`src/rtl/tcmp_pkg.sv`:
```
package tcmp_pkg;
  typedef enum logic [1:0] {
    ADR_CMP1 = 2'd0,
    ADR_CMP2 = 2'd1,
    ADR_CMP3 = 2'd2,
    ADR_MODE = 2'd3
  } tcmp_addr_e;

  localparam int unsigned MB_GT1  = 0;
  localparam int unsigned MB_GT3  = 1;
  localparam int unsigned MB_HALF = 2;
  localparam int unsigned MB_PRE  = 3;
  localparam int unsigned MB_W    = 4;
  localparam int unsigned N_CH    = 3;
  localparam int unsigned HALF_CH = 1;
endpackage

```
`src/rtl/tcmp_mode.sv`:
```
module tcmp_mode
  import tcmp_pkg::*;
(
  input  logic            clk,
  input  logic            rst_n,
  input  logic            wr_mode,
  input  logic [MB_W-1:0] mode_data,
  input  logic            cnt_en,
  input  logic            cap_stb,
  output logic            gt1_o,
  output logic            gt3_o,
  output logic            half_o,
  output logic            pre_o,
  output logic            first_o
);
  logic gt1_q, gt3_q, half_q, pre_q, first_q;
  logic half_d, first_d;

  always_comb begin
    half_d = half_q;
    if (wr_mode && !cnt_en) half_d = mode_data[MB_HALF];
    if (!half_d)                 first_d = 1'b0;
    else if (half_q && cap_stb)  first_d = 1'b1;
    else                         first_d = first_q;
  end

  always_ff @(posedge clk) begin
    if (!rst_n) begin
      gt1_q   <= 1'b0;
      gt3_q   <= 1'b0;
      half_q  <= 1'b0;
      pre_q   <= 1'b0;
      first_q <= 1'b0;
    end else begin
      if (wr_mode) begin
        gt1_q <= mode_data[MB_GT1];
        gt3_q <= mode_data[MB_GT3];
        pre_q <= mode_data[MB_PRE];
      end
      half_q  <= half_d;
      first_q <= first_d;
    end
  end

  assign gt1_o   = gt1_q;
  assign gt3_o   = gt3_q;
  assign half_o  = half_q;
  assign pre_o   = pre_q;
  assign first_o = first_q;

  // halving bit frozen while the counter runs
  a_r9_half_frozen: assert property (@(posedge clk) disable iff (!rst_n)
    cnt_en |=> $stable(half_q));
  // captured-once state never survives leaving halving mode
  a_r10_flag_clear: assert property (@(posedge clk) disable iff (!rst_n)
    !half_q |-> !first_q);
endmodule

```
`src/rtl/tcmp_value.sv`:
```
module tcmp_value #(
  parameter int unsigned CW = 16
) (
  input  logic          clk,
  input  logic          rst_n,
  input  logic          wr_hit,
  input  logic [CW-1:0] wr_data,
  input  logic          pre_en,
  input  logic          upd,
  input  logic          hw_mode,
  input  logic          hw_locked,
  input  logic          hw_ld,
  input  logic [CW-1:0] ld_val,
  output logic [CW-1:0] act_o
);
  logic [CW-1:0] act_q, sh_q, act_d, sh_d;
  logic          pre_eff;

  assign pre_eff = pre_en && !hw_mode;

  always_comb begin
    act_d = act_q;
    sh_d  = sh_q;
    if (upd && pre_eff) act_d = wr_hit ? wr_data : sh_q;
    if (wr_hit) begin
      if (hw_mode) begin
        if (!hw_locked) begin
          act_d = wr_data;
          sh_d  = wr_data;
        end
      end else if (pre_eff) begin
        sh_d = wr_data;
      end else begin
        act_d = wr_data;
        sh_d  = wr_data;
      end
    end
    if (hw_ld) act_d = ld_val;
  end

  always_ff @(posedge clk) begin
    if (!rst_n) begin
      act_q <= '0;
      sh_q  <= '0;
    end else begin
      act_q <= act_d;
      sh_q  <= sh_d;
    end
  end

  assign act_o = act_q;

  // active value moves only on write, update or hardware load
  a_r3_hold: assert property (@(posedge clk) disable iff (!rst_n)
    (!wr_hit && !upd && !hw_ld) |=> $stable(act_q));
  // hardware load lands the next cycle
  a_r7_load: assert property (@(posedge clk) disable iff (!rst_n)
    hw_ld |=> (act_q == $past(ld_val)));
  // locked channel ignores software and update
  a_r8_locked: assert property (@(posedge clk) disable iff (!rst_n)
    (hw_mode && hw_locked && !hw_ld) |=> $stable(act_q));
endmodule

```
`src/rtl/tcmp_event.sv`:
```
module tcmp_event #(
  parameter int unsigned CW    = 16,
  parameter bit          GT_OK = 1'b1
) (
  input  logic          clk,
  input  logic          rst_n,
  input  logic          gt_mode,
  input  logic          cnt_en,
  input  logic [CW-1:0] cnt_val,
  input  logic [CW-1:0] cmp_val,
  output logic          evt_o
);
  logic above, prev_q, use_gt;

  assign above  = cnt_en && (cnt_val > cmp_val);
  assign use_gt = GT_OK && gt_mode;

  always_ff @(posedge clk) begin
    if (!rst_n) prev_q <= 1'b0;
    else        prev_q <= above;
  end

  assign evt_o = use_gt ? (above && !prev_q)
                        : (cnt_en && (cnt_val == cmp_val));

  // above-threshold event never lasts two cycles
  a_r5_one_shot: assert property (@(posedge clk) disable iff (!rst_n)
    (use_gt && evt_o) |=> !(use_gt && evt_o));
endmodule

```
`src/rtl/tcmp_unit.sv`:
```
module tcmp_unit
  import tcmp_pkg::*;
#(
  parameter int unsigned CW = 16
) (
  input  logic          clk,
  input  logic          rst_n,
  input  logic          wr_en,
  input  logic [1:0]    wr_addr,
  input  logic [CW-1:0] wr_data,
  input  logic [CW-1:0] cnt_val,
  input  logic          cnt_en,
  input  logic          cap_stb,
  input  logic [CW-1:0] cap_val,
  input  logic          upd_stb,
  output logic [2:0]    cmp_evt,
  output logic [CW-1:0] cmp1_q,
  output logic [CW-1:0] cmp2_q,
  output logic [CW-1:0] cmp3_q
);
  logic          gt1, gt3, half, pre, first;
  logic [CW-1:0] ld_val;
  logic [CW-1:0] act [N_CH];
  tcmp_addr_e    addr;

  assign addr   = tcmp_addr_e'(wr_addr);
  assign ld_val = cap_val >> 1;

  tcmp_mode u_mode (
    .clk       (clk),
    .rst_n     (rst_n),
    .wr_mode   (wr_en && (addr == ADR_MODE)),
    .mode_data (wr_data[MB_W-1:0]),
    .cnt_en    (cnt_en),
    .cap_stb   (cap_stb),
    .gt1_o     (gt1),
    .gt3_o     (gt3),
    .half_o    (half),
    .pre_o     (pre),
    .first_o   (first)
  );

  for (genvar i = 0; i < N_CH; i++) begin : g_ch
    localparam bit IS_HALF = (i == HALF_CH);
    logic hit, gtm;
    assign hit = wr_en && (wr_addr == 2'(i));
    if (i == 0)      begin : g_m1 assign gtm = gt1;  end
    else if (i == 2) begin : g_m3 assign gtm = gt3;  end
    else             begin : g_m2 assign gtm = 1'b0; end

    tcmp_value #(.CW(CW)) u_val (
      .clk       (clk),
      .rst_n     (rst_n),
      .wr_hit    (hit),
      .wr_data   (wr_data),
      .pre_en    (pre),
      .upd       (upd_stb),
      .hw_mode   (IS_HALF && half),
      .hw_locked (first),
      .hw_ld     (IS_HALF && half && cap_stb),
      .ld_val    (ld_val),
      .act_o     (act[i])
    );

    tcmp_event #(.CW(CW), .GT_OK(!IS_HALF)) u_evt (
      .clk     (clk),
      .rst_n   (rst_n),
      .gt_mode (gtm),
      .cnt_en  (cnt_en),
      .cnt_val (cnt_val),
      .cmp_val (act[i]),
      .evt_o   (cmp_evt[i])
    );
  end

  assign cmp1_q = act[0];
  assign cmp2_q = act[1];
  assign cmp3_q = act[2];

  // channel 2 fires only on equality
  a_r12_ch2_equal: assert property (@(posedge clk) disable iff (!rst_n)
    cmp_evt[1] |-> (cnt_en && (cnt_val == cmp2_q)));
  // channel 1 in match mode fires only on equality
  a_r4_ch1_match: assert property (@(posedge clk) disable iff (!rst_n)
    (!gt1 && cmp_evt[0]) |-> (cnt_val == cmp1_q));
endmodule

```
`config.mk`:
```
export PLATFORM = sky130hd
export DESIGN_NAME = tcmp_unit
export DESIGN_NICKNAME = d
export VERILOG_FILES = /design/src/rtl/tcmp_pkg.sv /design/src/rtl/tcmp_mode.sv /design/src/rtl/tcmp_value.sv /design/src/rtl/tcmp_event.sv /design/src/rtl/tcmp_unit.sv
export SDC_FILE = /design/constraint.sdc
export NUM_CORES = 1
export LEC_CHECK = 0
export ABC_AREA = 1
export BUFFER_PORTS_ARGS = -buffer_cell sky130_fd_sc_hd__buf_2
export CORE_MARGIN = 1.5
export CORE_UTILIZATION = 60
export CTS_CLUSTER_SIZE = 14
export DETAILED_ROUTE_END_ITERATION = 10
export PLACE_DENSITY = 0.95
export SYNTH_ARGS = -nofsm -noshare
export SYNTH_HDL_FRONTEND = slang
export SYNTH_SLANG_ARGS = --single-unit
```
`constraint.sdc`:
```
create_clock -name clk -period 3.3 [get_ports clk]
set_input_delay 0.495 -clock clk [delete_from_list [all_inputs] [get_ports clk]]
set_output_delay 0.495 -clock clk [all_outputs]
set_load 0.01 [all_outputs]
```
======== Word-level counts from Yosys, hierarchy flattened ========
Index checks and enable logic that the tools add are counted.
storage, ports and cells
  word-level logic and storage cells ...... 68
  register bits ........................... 103
  input port bits ......................... 56
operators by class
  eq/ne operators ......................... 7
  magnitude comparators ................... 2
  multiplexer cells ....................... 20
  bitwise gates (word level) .............. 1
  reduce and logical (&&, ||, !) cells .... 24
operator list
  operator                                        number
  2-to-1 mux 16 bit                               16
  == test 16 bit                                  3
  greater-than comparator 16 bit                  2
  logical AND 1 bit                               16
  2-to-1 mux 15 bit                               1
  == test 2 bit (second input constant)           2
  logical NOT 1 bit                               4
  AND reduction 2 bit                             2
  2-to-1 mux 1 bit                                3
  == test 2 x 1 -> 1 bit (second input constant)  1
  logical NOT 2 bit                               1
  != test 2 bit (second input constant)           1
  OR reduction 2 bit                              1
  inverter 1 bit                                  1

======== Longest topological paths before layout ========
Gate-level depths: netlist (run 1).
  word-level depth ........................ 8
  gate-level depth with buffers ........... 14

======== Modules after synthesis ========
From an unflattened synthesis (run 1), not the netlist that was laid out.
unflattened totals
  cell total of the unflattened synthesis .. 961
  area, all modules ....................... 6274.8 um2
modules (own cells, without submodules)
  module                       cells each  area each (um2)  sequential area each (um2)  instances
  tcmp_value                   232         1574.0           640.6                       3
  tcmp_event at g_ch[0].u_evt  83          530.5            20.0                        1
  tcmp_event at g_ch[2].u_evt  83          515.5            20.0                        1
  tcmp_event at g_ch[1].u_evt  63          275.3            0.0                         1
  tcmp_mode                    25          190.2            100.1                       1
  tcmp_unit                    11          41.3             0.0                         1

======== Worst setup path after synthesis (run 1) ========
No wires, ideal clock.
  path type ............................... input to output
  from .................................... in cnt_val[15]
  to ...................................... out cmp_evt[2]
  path buffers ............................ 1
  arrival time ............................ 1.470 ns
  path slack .............................. 1.335 ns
  required time ........................... 2.805 ns
  cell stages on the path ................. 9
  cells stage by stage .................... ha_1 nand2_1 nor2_1 nand4_1 nor2_1 nor2_1 nand3_1 nand2_1 buf_4
on the way
  cells in the longest elaborated chain, start to end .. 4
ends and longest elaborated chain
  element                         line              RTL
  from (decl)                     tcmp_unit.sv:11   input logic [CW-1:0] cnt_val,
  greater-than comparator 16 bit  tcmp_event.sv:15  assign above = cnt_en && (cnt_val > cmp_val);
  logical AND 1 bit               tcmp_event.sv:15
  logical AND 1 bit               tcmp_event.sv:23  assign evt_o = use_gt ? (above && !prev_q)
  2-to-1 mux 1 bit (*)            tcmp_event.sv:23
  to (decl)                       tcmp_unit.sv:16   output logic [2:0] cmp_evt,
Every way passes the cells marked *; elsewhere a longest branch is shown, timed or not.

======== Worst setup path after layout (run 1) ========
  from .................................... reg g_ch[2].u_val.act_q[15]
  to ...................................... out cmp_evt[2]
on the way
  cells in the longest elaborated chain, start to end .. 4
ends and longest elaborated chain
  element                         line              RTL
  from (decl)                     tcmp_value.sv:16  logic [CW-1:0] act_q, sh_q, act_d, sh_d;
  from (signal assigned)          tcmp_value.sv:46  act_q <= act_d;
  greater-than comparator 16 bit  tcmp_event.sv:15
  logical AND 1 bit               tcmp_event.sv:15
  logical AND 1 bit               tcmp_event.sv:23
  2-to-1 mux 1 bit (*)            tcmp_event.sv:23
Marked as above.

==> metrics, run 1 <==
outcome finished clean; fin crit period 2570 ps; Post-CTS Setup Bufs 0; Final #Nets 925; warnings from Yosys 0; Post-Syn Nets 842; RD Place Congestion 0.911; asr flop ratio synth 0%; leakage 0.00295 µW; share of the synthesized area in the top cell type 36.9%; CTS tree done; Core Area 9150 µm²; Worst Path Max Fanout 2; Die X 99.5 µm; Reg clk slew, reported paths 110 ps; num rows 35; worst reg2reg startpoint u_mode.pre_o; crit end category primary output; H-Tree Depth 3; reg-to-reg endpoint g_ch[2].u_val.act_o[7]; Die Span Y 99.5 µm; clk_lat worst skew 380 ps; cts bufs inserted 9; largest net degree at the start of global routing 73; Worst EP required 2800 ps; fin util 68.2%; IO Count 107; fin crit share 77.8%; r2r setup slk 1260 ps; HP Class in -> reg; max_cap viols 0; initial antenna violation count 0; initial drt markers 436; Post-DP HPWL 10,900 µm; Clock Path Buffers 2; Buffers on Ports 105; RSZ-0062 raised after global routing false; worst-margin pin slew 1150 ps; pre-CTS setup slack 969 ps; crit path to cmp_evt[2]; Worst R2R Path Depth 4; total gr overflow 0; Post-Route Setup TNS 0 ps; max_slew headroom 23.5%; clock skew 9.10 ps; Cell Pwr Density 433 nW/µm²; Initial Util 61.1%; share of cells above drive strength 1 19.8%; first-pass detailed-route iteration total 5; setup slack after layout 734 ps; GRT Resource Usage Total 32.1%; ys flop type dfxtp_1; Detail Route Antenna Nets 0; die area 9910 µm²; sequential share of the synthesized area 36.9%; most frequent cells in the layout 123 x nand2_1, 113 x inv_1, 105 x buf_2; FMAX 0.390 GHz; final wirelength 15,600 µm; Root Driver clkbuf_8; setup violators final 0; Post-synth EDFFs 0; worst endpoint data arrival time 2070 ps; DRC 0; Sink Count 103; vias per inst 5.87; DR vias 5,590; Setup CP Type reg -> out; Syn-to-layout area delta 11.7%; Synth Instances 754; synth top area cells dfxtp_1 37%, nand2_1 8.3%, inv_1 7.6%; Worst Setup Start Kind flip-flop; Final Hold Viols 0; dominant cell type by area after synthesis dfxtp_1; critical path startpoint g_ch[2].u_val.act_o[15]; vias in the first global route 5,198; routed length per placed instance 16.4 µm; final slew viol count 0; count of state elements after synthesis 103; first-pass GRT wire length 24,800 µm; Yosys cell types 44; Peak supply drop 0.267 mV; mapped cell area 5590 µm²; most common cell after layout, fill and taps aside nand2_1; ant diodes 0; post-CTS resize count 0; hold_buf cts 0; syn_area_per_cell 7.42 µm²
-- where the power goes --
part / switching, µW / total [µW] / internal, µW
sequential: 47.3 / 1360 / 1320
clock: 504 / 805 / 301
combinational: 340 / 533 / 193
total: 891 / 2700 / 1810
-- how the worst min path moves through the flow --
stage / startpoint / to / slack (ps) / cells after the start
after floorplan: u_mode.first_o / u_mode.first_o / 440 / 1
after global placement: u_mode.first_o / u_mode.first_o / 450 / 1
after detailed placement: u_mode.first_o / u_mode.first_o / 450 / 1
after CTS: cap_val[6] / g_ch[1].u_val.act_o[5] / 320 / 3
after global routing: cap_val[10] / g_ch[1].u_val.act_o[9] / 340 / 3
final: cap_val[6] / g_ch[1].u_val.act_o[5] / 330 / 3
-- final cells by class --
type | instances | area, µm²
clock inverters | 7 | 73.8
repair buffers | 107 | 541
clock buffers | 9 | 124
flip-flops and latches | 103 | 2060
multi-input cells | 499 | 2870
inverters | 117 | 440
fillers | 703 | 2910
well taps | 111 | 139
-- Yosys cell counts (2+ instances only) --
| cell type | instances |
|---|---|
| inv_1 | 113 |
| o221ai_1 | 16 |
| inv_2 | 2 |
| a211oi_1 | 13 |
| buf_4 | 8 |
| o21ai_1 | 22 |
| o21ai_2 | 10 |
| nand3_2 | 2 |
| a21o_1 | 2 |
| a21oi_1 | 26 |
| ha_1 | 32 |
| xor2_1 | 5 |
| nor2_1 | 99 |
| and2_1 | 16 |
| a211oi_2 | 5 |
| nand2_1 | 123 |
| nand3_1 | 23 |
| a221oi_1 | 4 |
| clkbuf_1 | 11 |
| nor2_4 | 4 |
| nor3_1 | 5 |
| nand4_1 | 14 |
| or2_1 | 3 |
| a221oi_2 | 6 |
| nand2_4 | 2 |
| o21ai_0 | 47 |
| o22ai_1 | 2 |
| buf_2 | 8 |
| dfxtp_1 | 103 |
| nand2_2 | 6 |
| buf_6 | 7 |
| nor2_2 | 3 |
-- layer usage --
layer  vias up  track usage [%]  share of wire (%)
met5         -                0                  0
met4         0             17.1                4.8
met3        61             4.64                 10
met2       352             53.0                 46
met1      2545             40.6                 39
li1       2632                -                  -
-- metrics by stage --
| step | cell area, µm² | hold slack, ps | power (µW) | std cells |
|---|---|---|---|---|
| CTS | 6240 | 324 | 2690 | 953 |
| global route | 6240 | 343 | 2810 | 953 |
| floorplan | 5590 | 440 | 1720 | 754 |
| detailed placement | 6050 | 453 | 1900 | 937 |
| global placement | 6050 | 449 | 1890 | 937 |
| finish | 6240 | 329 | 2700 | 953 |
-- cells by family after synthesis --
kind of cell / after synthesis / synth area share (%)
flip-flops: 103 / 36.9
AND/OR/NAND/NOR: 303 / 24.3
buffers and inverters: 152 / 11.9
XOR/XNOR: 6 / 0.940
AO/OA/AOI/OAI: 158 / 18.9
adder cells (fa/ha/maj): 32 / 7.16
-- state kept, by name, indices dropped and copies added (netlist names) --
name / flops
u_mode.gt3_o: 1
u_mode.gt1_o: 1
u_mode.first_o: 1
u_mode.pre_o: 1
u_mode.half_o: 1
g_ch.u_val.act_o: 48
g_ch.u_evt.prev_q: 2
g_ch.u_val.sh_q: 48
-- worst max-delay path, cell delays in order, from the launching register on --
cell and delay, ps:
dfxtp_1 350, inv_1 80, ha_1 300, nand2_1 80, nor2_1 170, nand4_1 170
nor2_1 160, nor2_1 70, nand3_1 80, nand2_1 80, buf_2 150
Power figures use the tool's default switching activity.
==> run 2, diff against run 1 <==
CORE_UTILIZATION = 56   (was 60)
PLACE_DENSITY = 0.9   (was 0.95)
clock period = 2.5 ns   (was 3.3 ns; I/O delays follow)
==> run 2 against run 1 <==
- register-to-register slack worse by 520 ps
- largest cell class unchanged
- non-clock buffer count up 6
- die area up 6.9%
- worst setup slack worse by 650 ps
- utilization down 3.1 points
- critical path type unchanged
==> metrics, run 2 (synthesis results as in run 1) <==
outcome finished clean; first-pass detailed-route iteration total 5; Root Driver clkbuf_8; num rows 36; FMAX 0.415 GHz; Sink Count 103; Cell Int Power 2420 µW; Reg clk slew, reported paths 100 ps; initial antenna violation count 0; DRC 0; Net Sw Frac 31.2%; Seq pwr share 51.2%; crit end category primary output; fin util 65.2%; worst endpoint data arrival time 2040 ps; final slew viol count 0; Worst Path Max Fanout 2; max_cap viols 0; GRT Resource Usage Total 30.7%; setup violators final 0; total gr overflow 0; worst-margin pin slew 700 ps; worst reg2reg startpoint u_mode.half_o; hold_buf cts 0; Die Span Y 103 µm; Detail Route Antenna Nets 0; cts bufs inserted 9; Final #Nets 931; Clock Path Buffers 2; RD Place Congestion 0.916; post-route cell area 6340 µm²; Peak supply drop 0.267 mV; CTS tree done; fin crit period 2410 ps; Syn-to-layout area delta 13.4%; overall power 3510 µW; H-Tree Depth 3; HP Start cap_val[8]; post-CTS resize count 0; final wirelength 15,800 µm; Core Area 9730 µm²; routed length per placed instance 16.1 µm; proportion of power drawn by the clock network 28.4%; Post-CTS Setup Bufs 0; Setup CP Type reg -> out; Buffers on Ports 105; Post-DP HPWL 11,600 µm; IO Count 107; vias in the first global route 5,197; placed inst area 6120 µm²; Die X 103 µm; Fillers 853; first-pass GRT wire length 24,900 µm; vias per inst 5.63; leakage 0.00297 µW; initial drt markers 335; sw power 1100 µW; die area 10,600 µm²; most common cell after layout, fill and taps aside nand2_1; largest net degree at the start of global routing 73; clk_lat worst skew 380 ps; Logic pwr share 20.4%; clock skew 11.5 ps; most frequent cells in the layout 123 x nand2_1, 113 x inv_1, 105 x buf_2; critical path startpoint g_ch[2].u_val.act_o[15]; DR vias 5,527; Worst Setup Start Kind flip-flop; Final Hold Viols 0; Cell Pwr Density 554 nW/µm²; max_slew headroom 53.1%; fin crit share 96.5%; r2r setup slk 740 ps; Initial Util 57.5%; HP Class in -> reg; Worst EP required 2120 ps; share of cells above drive strength 1 21.6%
-- run 2: stage by stage --
stage,setup WS (ps),std cells,hold slack [ps],TNS (ps)
floorplan,722,754,440,0
global route,-10.6,981,234,-10.6
finish,88.6,982,211,0
CTS,103,981,205,0
detailed placement,433,965,458,0
global placement,460,965,448,0
-- run 2: power groups by stage --
stage	clock network (µW)	registers [µW]	logic (µW)
6_report	998	1800	717
5_1_grt	1070	1810	804
4_1_cts	1010	1800	699
3_5_place_dp	0	1830	693
3_3_place_gp	0	1830	665
2_1_floorplan	0	1850	424
-- run 2: per-layer routing --
layer	part of all wire [%]	up-vias	global-route usage [%]	wire [µm]
met5	0	-	0	0
met2	46	290	49.5	7220
met3	8.6	57	6.03	1350
met4	4.6	0	15.2	721
li1	-	2642	-	-
met1	41	2538	39.2	6520
-- run 2: layout make-up --
class                   count  area (µm²)  area share (%)
multi-input cells         499        2890            45.6
flip-flops and latches    103        2070            32.6
repair buffers            113         586            9.24
inverters                 117         440            6.95
well taps                 133         166            2.62
clock buffers              12         155            2.45
clock inverters             4        30.0           0.474
diodes                      1        2.50          0.0395
-- run 2: worst max-delay path: stages, from the launching register on --
cell     delay, ps
dfxtp_2        340
inv_1          100
ha_4           290
nand2_1         80
nor2_1         120
nand4_1        180
inv_1          110
nand2_1         50
nand2_1         70
nand3_1         70
nand2_1         90
buf_2          140
-- run 2: worst paths after layout --
check                       endpoint  cells after the start
max                       cmp_evt[2]                     11
min           g_ch[1].u_val.act_o[7]                      3
max reg2reg  g_ch[1].u_val.act_o[11]                      5
min reg2reg           u_mode.first_o                      1
